--- src/rtl/pscl_pkg.sv ---
package pscl_pkg;

    localparam int CNT_W    = 10;
    localparam int NUM_TAPS = 5;
    localparam int SEL_W    = 3;
    localparam int BUS_W    = 8;

    // Power-of-two exponent of each tap divisor: /1, /8, /64, /256, /1024
    function automatic int tap_shift(input int idx);
        case (idx)
            0:       return 0;
            1:       return 3;
            2:       return 6;
            3:       return 8;
            default: return 10;
        endcase
    endfunction

    typedef struct packed {
        logic hold;
        logic rst_async;
        logic rst_sync;
    } ctl_t;

endpackage

--- src/rtl/pscl_ctl_reg.sv ---
module pscl_ctl_reg
    import pscl_pkg::*;
#(
    parameter int          BW        = BUS_W,
    parameter logic [7:0]  REG_ADDR  = 8'h43,
    parameter int          HOLD_BIT  = 7,
    parameter int          ASYNC_BIT = 1,
    parameter int          SYNC_BIT  = 0
) (
    input  logic          clk,
    input  logic          rst_n,
    input  logic          wr,
    input  logic          rd,
    input  logic [7:0]    addr,
    input  logic [BW-1:0] wdata,
    output logic [BW-1:0] rdata,
    output ctl_t          ctl
);

    ctl_t regs_d, regs_q;
    logic hit_wr;
    logic unused_wbits;

    localparam logic [BW-1:0] USED_MASK =
        (BW'(1) << HOLD_BIT) | (BW'(1) << ASYNC_BIT) | (BW'(1) << SYNC_BIT);

    assign hit_wr       = wr && (addr == REG_ADDR);
    assign unused_wbits = ^(wdata & ~USED_MASK);

    // Next-state: set by writing 1, cleared when hold is released or
    // (when hold is low) one cycle after the bit was set.
    always_comb begin
        regs_d = regs_q;
        if (hit_wr) regs_d.hold = wdata[HOLD_BIT];

        if (hit_wr && wdata[SYNC_BIT])
            regs_d.rst_sync = 1'b1;
        else if (hit_wr && !wdata[HOLD_BIT])
            regs_d.rst_sync = 1'b0;
        else if (!regs_q.hold && regs_q.rst_sync)
            regs_d.rst_sync = 1'b0;

        if (hit_wr && wdata[ASYNC_BIT])
            regs_d.rst_async = 1'b1;
        else if (hit_wr && !wdata[HOLD_BIT])
            regs_d.rst_async = 1'b0;
        else if (!regs_q.hold && regs_q.rst_async)
            regs_d.rst_async = 1'b0;
    end

    always_ff @(posedge clk) begin
        if (!rst_n) regs_q <= '0;
        else        regs_q <= regs_d;
    end

    always_comb begin
        rdata = '0;
        if (rd && addr == REG_ADDR) begin
            rdata[HOLD_BIT]  = regs_q.hold;
            rdata[ASYNC_BIT] = regs_q.rst_async;
            rdata[SYNC_BIT]  = regs_q.rst_sync;
        end
    end

    assign ctl = regs_q;

    assert_keep_while_hold_R4: assert property (@(posedge clk) disable iff (!rst_n)
        (regs_q.hold && regs_q.rst_sync && !hit_wr) |=> regs_q.rst_sync);

    assert_release_clears_R5: assert property (@(posedge clk) disable iff (!rst_n)
        (hit_wr && !wdata[HOLD_BIT] && !wdata[SYNC_BIT] && !wdata[ASYNC_BIT])
        |=> (!regs_q.hold && !regs_q.rst_sync && !regs_q.rst_async));

    assert_self_clear_R6: assert property (@(posedge clk) disable iff (!rst_n)
        (!regs_q.hold && regs_q.rst_sync && !(hit_wr && wdata[SYNC_BIT]))
        |=> !regs_q.rst_sync);

    assert_async_self_clear_R7: assert property (@(posedge clk) disable iff (!rst_n)
        (!regs_q.hold && regs_q.rst_async && !(hit_wr && wdata[ASYNC_BIT]))
        |=> !regs_q.rst_async);

    assert_foreign_write_R2: assert property (@(posedge clk) disable iff (!rst_n)
        (!hit_wr && !regs_q.rst_sync && !regs_q.rst_async)
        |=> $stable(regs_q.hold));

endmodule

--- src/rtl/pscl_counter.sv ---
module pscl_counter
    import pscl_pkg::*;
#(
    parameter int CW = CNT_W,
    parameter int NT = NUM_TAPS
) (
    input  logic          clk,
    input  logic          rst_n,
    input  logic          rst_req,
    output logic [NT-1:0] tap_en
);

    typedef struct packed {
        logic [CW-1:0] cnt;
    } cnt_st_t;

    cnt_st_t st_d, st_q;

    always_comb begin
        st_d = st_q;
        if (rst_req) st_d.cnt = '0;
        else         st_d.cnt = st_q.cnt + 1'b1;
    end

    always_ff @(posedge clk) begin
        if (!rst_n) st_q <= '0;
        else        st_q <= st_d;
    end

    for (genvar g = 0; g < NT; g++) begin : g_tap
        localparam int SH = (tap_shift(g) > CW) ? CW : tap_shift(g);
        if (SH == 0) begin : g_full
            assign tap_en[g] = 1'b1;
        end else begin : g_div
            assign tap_en[g] = &st_q.cnt[SH-1:0];
        end
    end

    assert_reset_zero_R4: assert property (@(posedge clk) disable iff (!rst_n)
        rst_req |=> (st_q.cnt == '0));

    assert_count_step_R8: assert property (@(posedge clk) disable iff (!rst_n)
        !rst_req |=> (st_q.cnt == CW'($past(st_q.cnt) + 1'b1)));

endmodule

--- src/rtl/pscl_tap_sel.sv ---
module pscl_tap_sel
    import pscl_pkg::*;
#(
    parameter int NT = NUM_TAPS,
    parameter int SW = SEL_W
) (
    input  logic          clk,
    input  logic          rst_n,
    input  logic          halt,
    input  logic [SW-1:0] sel,
    input  logic [NT-1:0] tap_en,
    output logic          tick
);

    always_comb begin
        tick = 1'b0;
        for (int i = 0; i < NT; i++) begin
            if (sel == SW'(i + 1)) tick = tap_en[i];
        end
        if (halt) tick = 1'b0;
    end

    assert_halt_quiet_R3: assert property (@(posedge clk) disable iff (!rst_n)
        halt |-> !tick);

    assert_stop_quiet_R9: assert property (@(posedge clk) disable iff (!rst_n)
        ((sel == '0) || (int'(sel) > NT)) |-> !tick);

endmodule

--- src/rtl/tmr_prescale_ctl.sv ---
module tmr_prescale_ctl
    import pscl_pkg::*;
#(
    parameter int         CW       = CNT_W,
    parameter int         NT       = NUM_TAPS,
    parameter int         SW       = SEL_W,
    parameter logic [7:0] REG_ADDR = 8'h43
) (
    input  logic          clk,
    input  logic          rst_n,
    input  logic          bus_wr,
    input  logic          bus_rd,
    input  logic [7:0]    bus_addr,
    input  logic [7:0]    bus_wdata,
    output logic [7:0]    bus_rdata,
    input  logic [SW-1:0] tmr0_sel,
    input  logic [SW-1:0] tmr1_sel,
    output logic          tmr0_tick,
    output logic          tmr1_tick,
    output logic          halt
);

    localparam int NUM_TMR = 2;

    ctl_t                      ctl;
    logic [NT-1:0]             tap_en;
    logic [NUM_TMR-1:0][SW-1:0] sel_all;
    logic [NUM_TMR-1:0]        tick_all;

    pscl_ctl_reg #(.BW(8), .REG_ADDR(REG_ADDR)) u_ctl (
        .clk   (clk),
        .rst_n (rst_n),
        .wr    (bus_wr),
        .rd    (bus_rd),
        .addr  (bus_addr),
        .wdata (bus_wdata),
        .rdata (bus_rdata),
        .ctl   (ctl)
    );

    pscl_counter #(.CW(CW), .NT(NT)) u_cnt (
        .clk     (clk),
        .rst_n   (rst_n),
        .rst_req (ctl.rst_sync),
        .tap_en  (tap_en)
    );

    assign sel_all[0] = tmr0_sel;
    assign sel_all[1] = tmr1_sel;

    for (genvar t = 0; t < NUM_TMR; t++) begin : g_tmr
        pscl_tap_sel #(.NT(NT), .SW(SW)) u_sel (
            .clk    (clk),
            .rst_n  (rst_n),
            .halt   (ctl.hold),
            .sel    (sel_all[t]),
            .tap_en (tap_en),
            .tick   (tick_all[t])
        );
    end

    assign tmr0_tick = tick_all[0];
    assign tmr1_tick = tick_all[1];
    assign halt      = ctl.hold;

    assert_same_start_R10: assert property (@(posedge clk) disable iff (!rst_n)
        (tmr0_sel == tmr1_sel) |-> (tmr0_tick == tmr1_tick));

endmodule

--- config.mk ---
export PLATFORM = sky130hd
export DESIGN_NAME = tmr_prescale_ctl
export DESIGN_NICKNAME = d
export VERILOG_FILES = /design/src/rtl/pscl_pkg.sv /design/src/rtl/pscl_ctl_reg.sv /design/src/rtl/pscl_counter.sv /design/src/rtl/pscl_tap_sel.sv /design/src/rtl/tmr_prescale_ctl.sv
export SDC_FILE = /design/constraint.sdc
export NUM_CORES = 1
export LEC_CHECK = 0
export BUFFER_PORTS_ARGS = -buffer_cell sky130_fd_sc_hd__buf_2
export CAP_MARGIN = 20
export CORE_MARGIN = 2
export CORE_UTILIZATION = 43
export CTS_CLUSTER_DIAMETER = 40
export DETAILED_ROUTE_END_ITERATION = 12
export GPL_TIMING_DRIVEN = 0
export PLACE_DENSITY_LB_ADDON = 0.12
export SLEW_MARGIN = 20
export SYNTH_ARGS = -nofsm -noshare
export SYNTH_HDL_FRONTEND = slang
export SYNTH_SLANG_ARGS = --single-unit
--- constraint.sdc ---
create_clock -name clk -period 2.5 [get_ports clk]
set_clock_uncertainty 0.15 [all_clocks]
set_input_delay 0.5 -clock clk [delete_from_list [all_inputs] [get_ports clk]]
set_output_delay 0.5 -clock clk [all_outputs]
set_load 0.05 [all_outputs]
==> summary by stage <==
Clock network
For this design, the CTS-stage hold fixing added 0 buffers. The post-CTS clock slew at the launch and capture registers of the worst setup and hold paths is 0.08 ns. The number of levels in the clock H-tree is 1. The later pin in the worst-skew pair is clocked with a latency of 0.27 ns.

In this run the deepest clock path goes through 2 buffers. The clock tree from TritonCTS is yes. Clock tree synthesis inserted a total of 3 buffers.

The root buffer cell is clkbuf_4. Clock tree synthesis found a total of 13 sinks.

Global route
The number of antenna violations at the first check in global routing is 0. Global routing consumed, on the met1 layer, 19.6% of the routing resources. Summed over all layers, the global routing overflow is 0. The overall track demand over capacity in global routing is 18.0%. The global-route wire length before repair is 2.67 mm. For met2 alone, demand over resource in global routing was 32.6%. The global-route met3 utilization is 2.40%.

Entering global routing, the biggest net connects 11 pins. The via count of the first global-routing pass came to 709. The most crowded layer after global routing is met2.

Detailed routing
The remaining antenna violation count after routing is 0. The routed layout has 713 vias. After detailed routing, the total wire length is 1.57 mm.

Using the TritonRoute via totals, the vias-per-cell ratio works out to 4.95. The first routing iteration left 13 violations. The count of TritonRoute iterations in the first routing pass is 4. The average wire per cell in the routed design is 10.9 µm. For this run, design rule violations remaining after detail routing come to 0.

Floorplanning
The floorplan row count is 14. The full die area is 2030 µm². The initial core utilization is 46.9%. The boundary pin count is 37. The core region is 1540 µm².

The height of the die is 45.0 µm. In this run the horizontal extent of the chip is 45.0 µm.

Critical path
The family of cells with the greatest summed delay on the critical path is simple AND/OR/NAND/NOR gates. The type of origin of the critical path is a flop. The stage delay of the slowest cell on the critical path is 0.42 ns. The worst setup path is captured at a primary output. The highest-delay cell along the critical path is or4_4.

The critical path class is reg -> out. In this run the worst path has a maximum fanout of 6. The required time at the worst-slack endpoint is 1.85 ns. The count of buffering cells on the critical path with inverters included is 1. Walking the worst path, the cells encountered are ha_4 -> nand2_4 -> or4_4 -> a21o_1 -> a311oi_4 -> buf_6. The arrival time of data at the critical path endpoint is 1.89 ns.

Timing
Setup repair after global routing could not meet its margin everywhere. The final critical-path setup slack is -0.0408 ns. The timing-limited maximum frequency is 394 MHz. The minimum clock period after layout is 2.54 ns. The final count of hold timing violations is 0. The final period utilization is 102%. Setup violations remaining at the end of the flow were counted as 2. The number of pins exceeding their max-slew limit in the final report is 0.

Logic synthesis
The cell taking the most area after synthesis is dfxtp_1. The synthesized area divided by synthesized cell count is 8.22 µm². Summed over its instances, the top area cell type makes up 36.0% of the synthesized netlist area. Of the synthesized area, sequential elements account for 36.0%. During synthesis, Yosys emitted a total of 0 warnings.

After synthesis the netlist holds a flip-flop and latch count of 13. The post-synthesis instance area is 723 µm². Synthesis handed over a netlist of 88 instances. Yosys attributes the largest share of cell area to dfxtp_1, xor2_1, nand2_1, nor2_1, buf_4. The distinct cell type count of the synthesized netlist is 27.

Placement
Routability-driven placement finished with a final weighted congestion of 0.766. The number of I/O port buffers is 26. The number of cells in the design after placement is 134.

The sum of net half-perimeters after detailed placement is 1.10 mm.

Run status
The run finished, with violations left. The checks that failed: setup timing.

Min path
The kind of path behind the tightest hold check is in -> reg.

Power and ir drop
Dividing total power by cell area gives a power density of 396 nW/µm². In this run the static leakage power is 0.512 nW. IR analysis of the VDD net gives a maximum drop of 0.285 mV.

Cells and area
The number of cells in the finished layout apart from fillers is 144. For this run, the post-layout net count is 157. Compared with the post-synthesis result, the final layout area differs by 51.2%. At the end of the flow the core is filled with cells to 70.9%.

The diode insertion count for antenna repair is 0. Cells with a size suffix above 1 make up 46.9% of the layout.

Run
The number of max-cap violations is 0.
[worst min-delay path, cell delays in order]
cell     delay [ns]
buf_2          0.09
nand2_1        0.04
o22ai_1        0.06
[power by group]
part	internal, mW	switching [mW]	total (mW)
Sequential	0.210	0.00420	0.214
Combinational	0.0403	0.0516	0.0920
Clock	0.0617	0.0650	0.127
[state kept, by name (all words and copies together) (netlist names)]
name	count
u_cnt.st_q	10
u_ctl.ctl	3
[synth_stat cells]
| master | instances |
|---|---|
| dfxtp_1 | 13 |
| nand2_1 | 11 |
| nor2_1 | 11 |
| nand3_1 | 7 |
| and3_1 | 5 |
| buf_4 | 5 |
| xor2_1 | 5 |
| a311oi_1 | 4 |
| inv_1 | 4 |
| or3_2 | 3 |
| a21o_1 | 2 |
| ha_1 | 2 |
| o22ai_1 | 2 |
| a21oi_1 | 1 |
| and3_2 | 1 |
| and3b_1 | 1 |
| clkbuf_1 | 1 |
| conb_1 | 1 |
| mux2i_1 | 1 |
| nand2b_1 | 1 |
| nand3_2 | 1 |
| nor3_1 | 1 |
| nor4_2 | 1 |
| o21ai_0 | 1 |
| or4_4 | 1 |
| or4b_1 | 1 |
| xnor2_1 | 1 |
[final timing paths]
| check | start | endpoint | slack, ns | cells after the start |
|---|---|---|---|---|
| worst min-delay path | bus_wdata[0] | u_ctl.ctl[0]$_SDFFE_PN0P_ | 0.34 | 3 |
| worst max register to register | u_cnt.st_q[4]$_SDFF_PP0_ | u_cnt.st_q[6]$_SDFF_PP0_ | 1.10 | 4 |
| worst max-delay path | u_cnt.st_q[0]$_SDFF_PP0_ | tmr1_tick | -0.04 | 6 |
| worst min register to register | u_ctl.ctl[0]$_SDFFE_PN0P_ | u_ctl.ctl[0]$_SDFFE_PN0P_ | 0.35 | 2 |
[cell families (layout without fill, tap and decap cells)]
logic type	after synthesis	count (layout)	synth area share [%]
xor+xnor	6	6	7.27
flops	13	13	36.0
other cells	1	5	0.519
buf+inv	10	46	7.78
mux	1	1	1.38
compound gates	10	10	10.0
simple gates	45	45	33.6
fa+ha+maj	2	2	3.46
[metrics by stage]
step	setup WS [ns]	power (mW)	hold slack, ns	setup TNS (ns)	cell area (µm²)
floorplan	-0.000745	0.271	0.267	-0.00149	777
global placement	-0.106	0.295	0.283	-0.385	927
detailed placement	-0.133	0.296	0.287	-0.480	927
CTS	-0.0686	0.434	0.332	-0.0863	1070
global route	-0.102	0.455	0.332	-0.297	1090
finish	-0.0408	0.433	0.335	-0.0556	1090
[layer usage]
layer / vias to the layer above / wire length, µm
li1: 376 / -
met1: 319 / 653
met2: 16 / 813
met3: 2 / 81
met4: 0 / 17
met5: - / 0
[cell type report]
class	count	area, µm²
multi-input combinational	69	502
fill	130	448
sequential	13	277
timing repair buffer	32	213
buffer	6	41.3
clock buffer	4	26.3
tap	16	20.0
inverter	4	15.0
[placed cells by master, fill, tap and decap left out, drive strengths merged, types with 4 or more instances in the layout]
cell,synthesis,routed
conb,1,5
and3,6,6
nor2,11,11
nand3,8,8
inv,4,4
buf,5,37
dfxtp,13,13
nand2,11,11
clkbuf,1,5
a311oi,4,4
xor2,5,5
[timing repair]
action	CTS	global route
pin swaps	7	5
gates resized for setup	22	5
endpoints found under the setup margin	5	5
setup buffers	6	0
(Power assumes the default switching activity.)
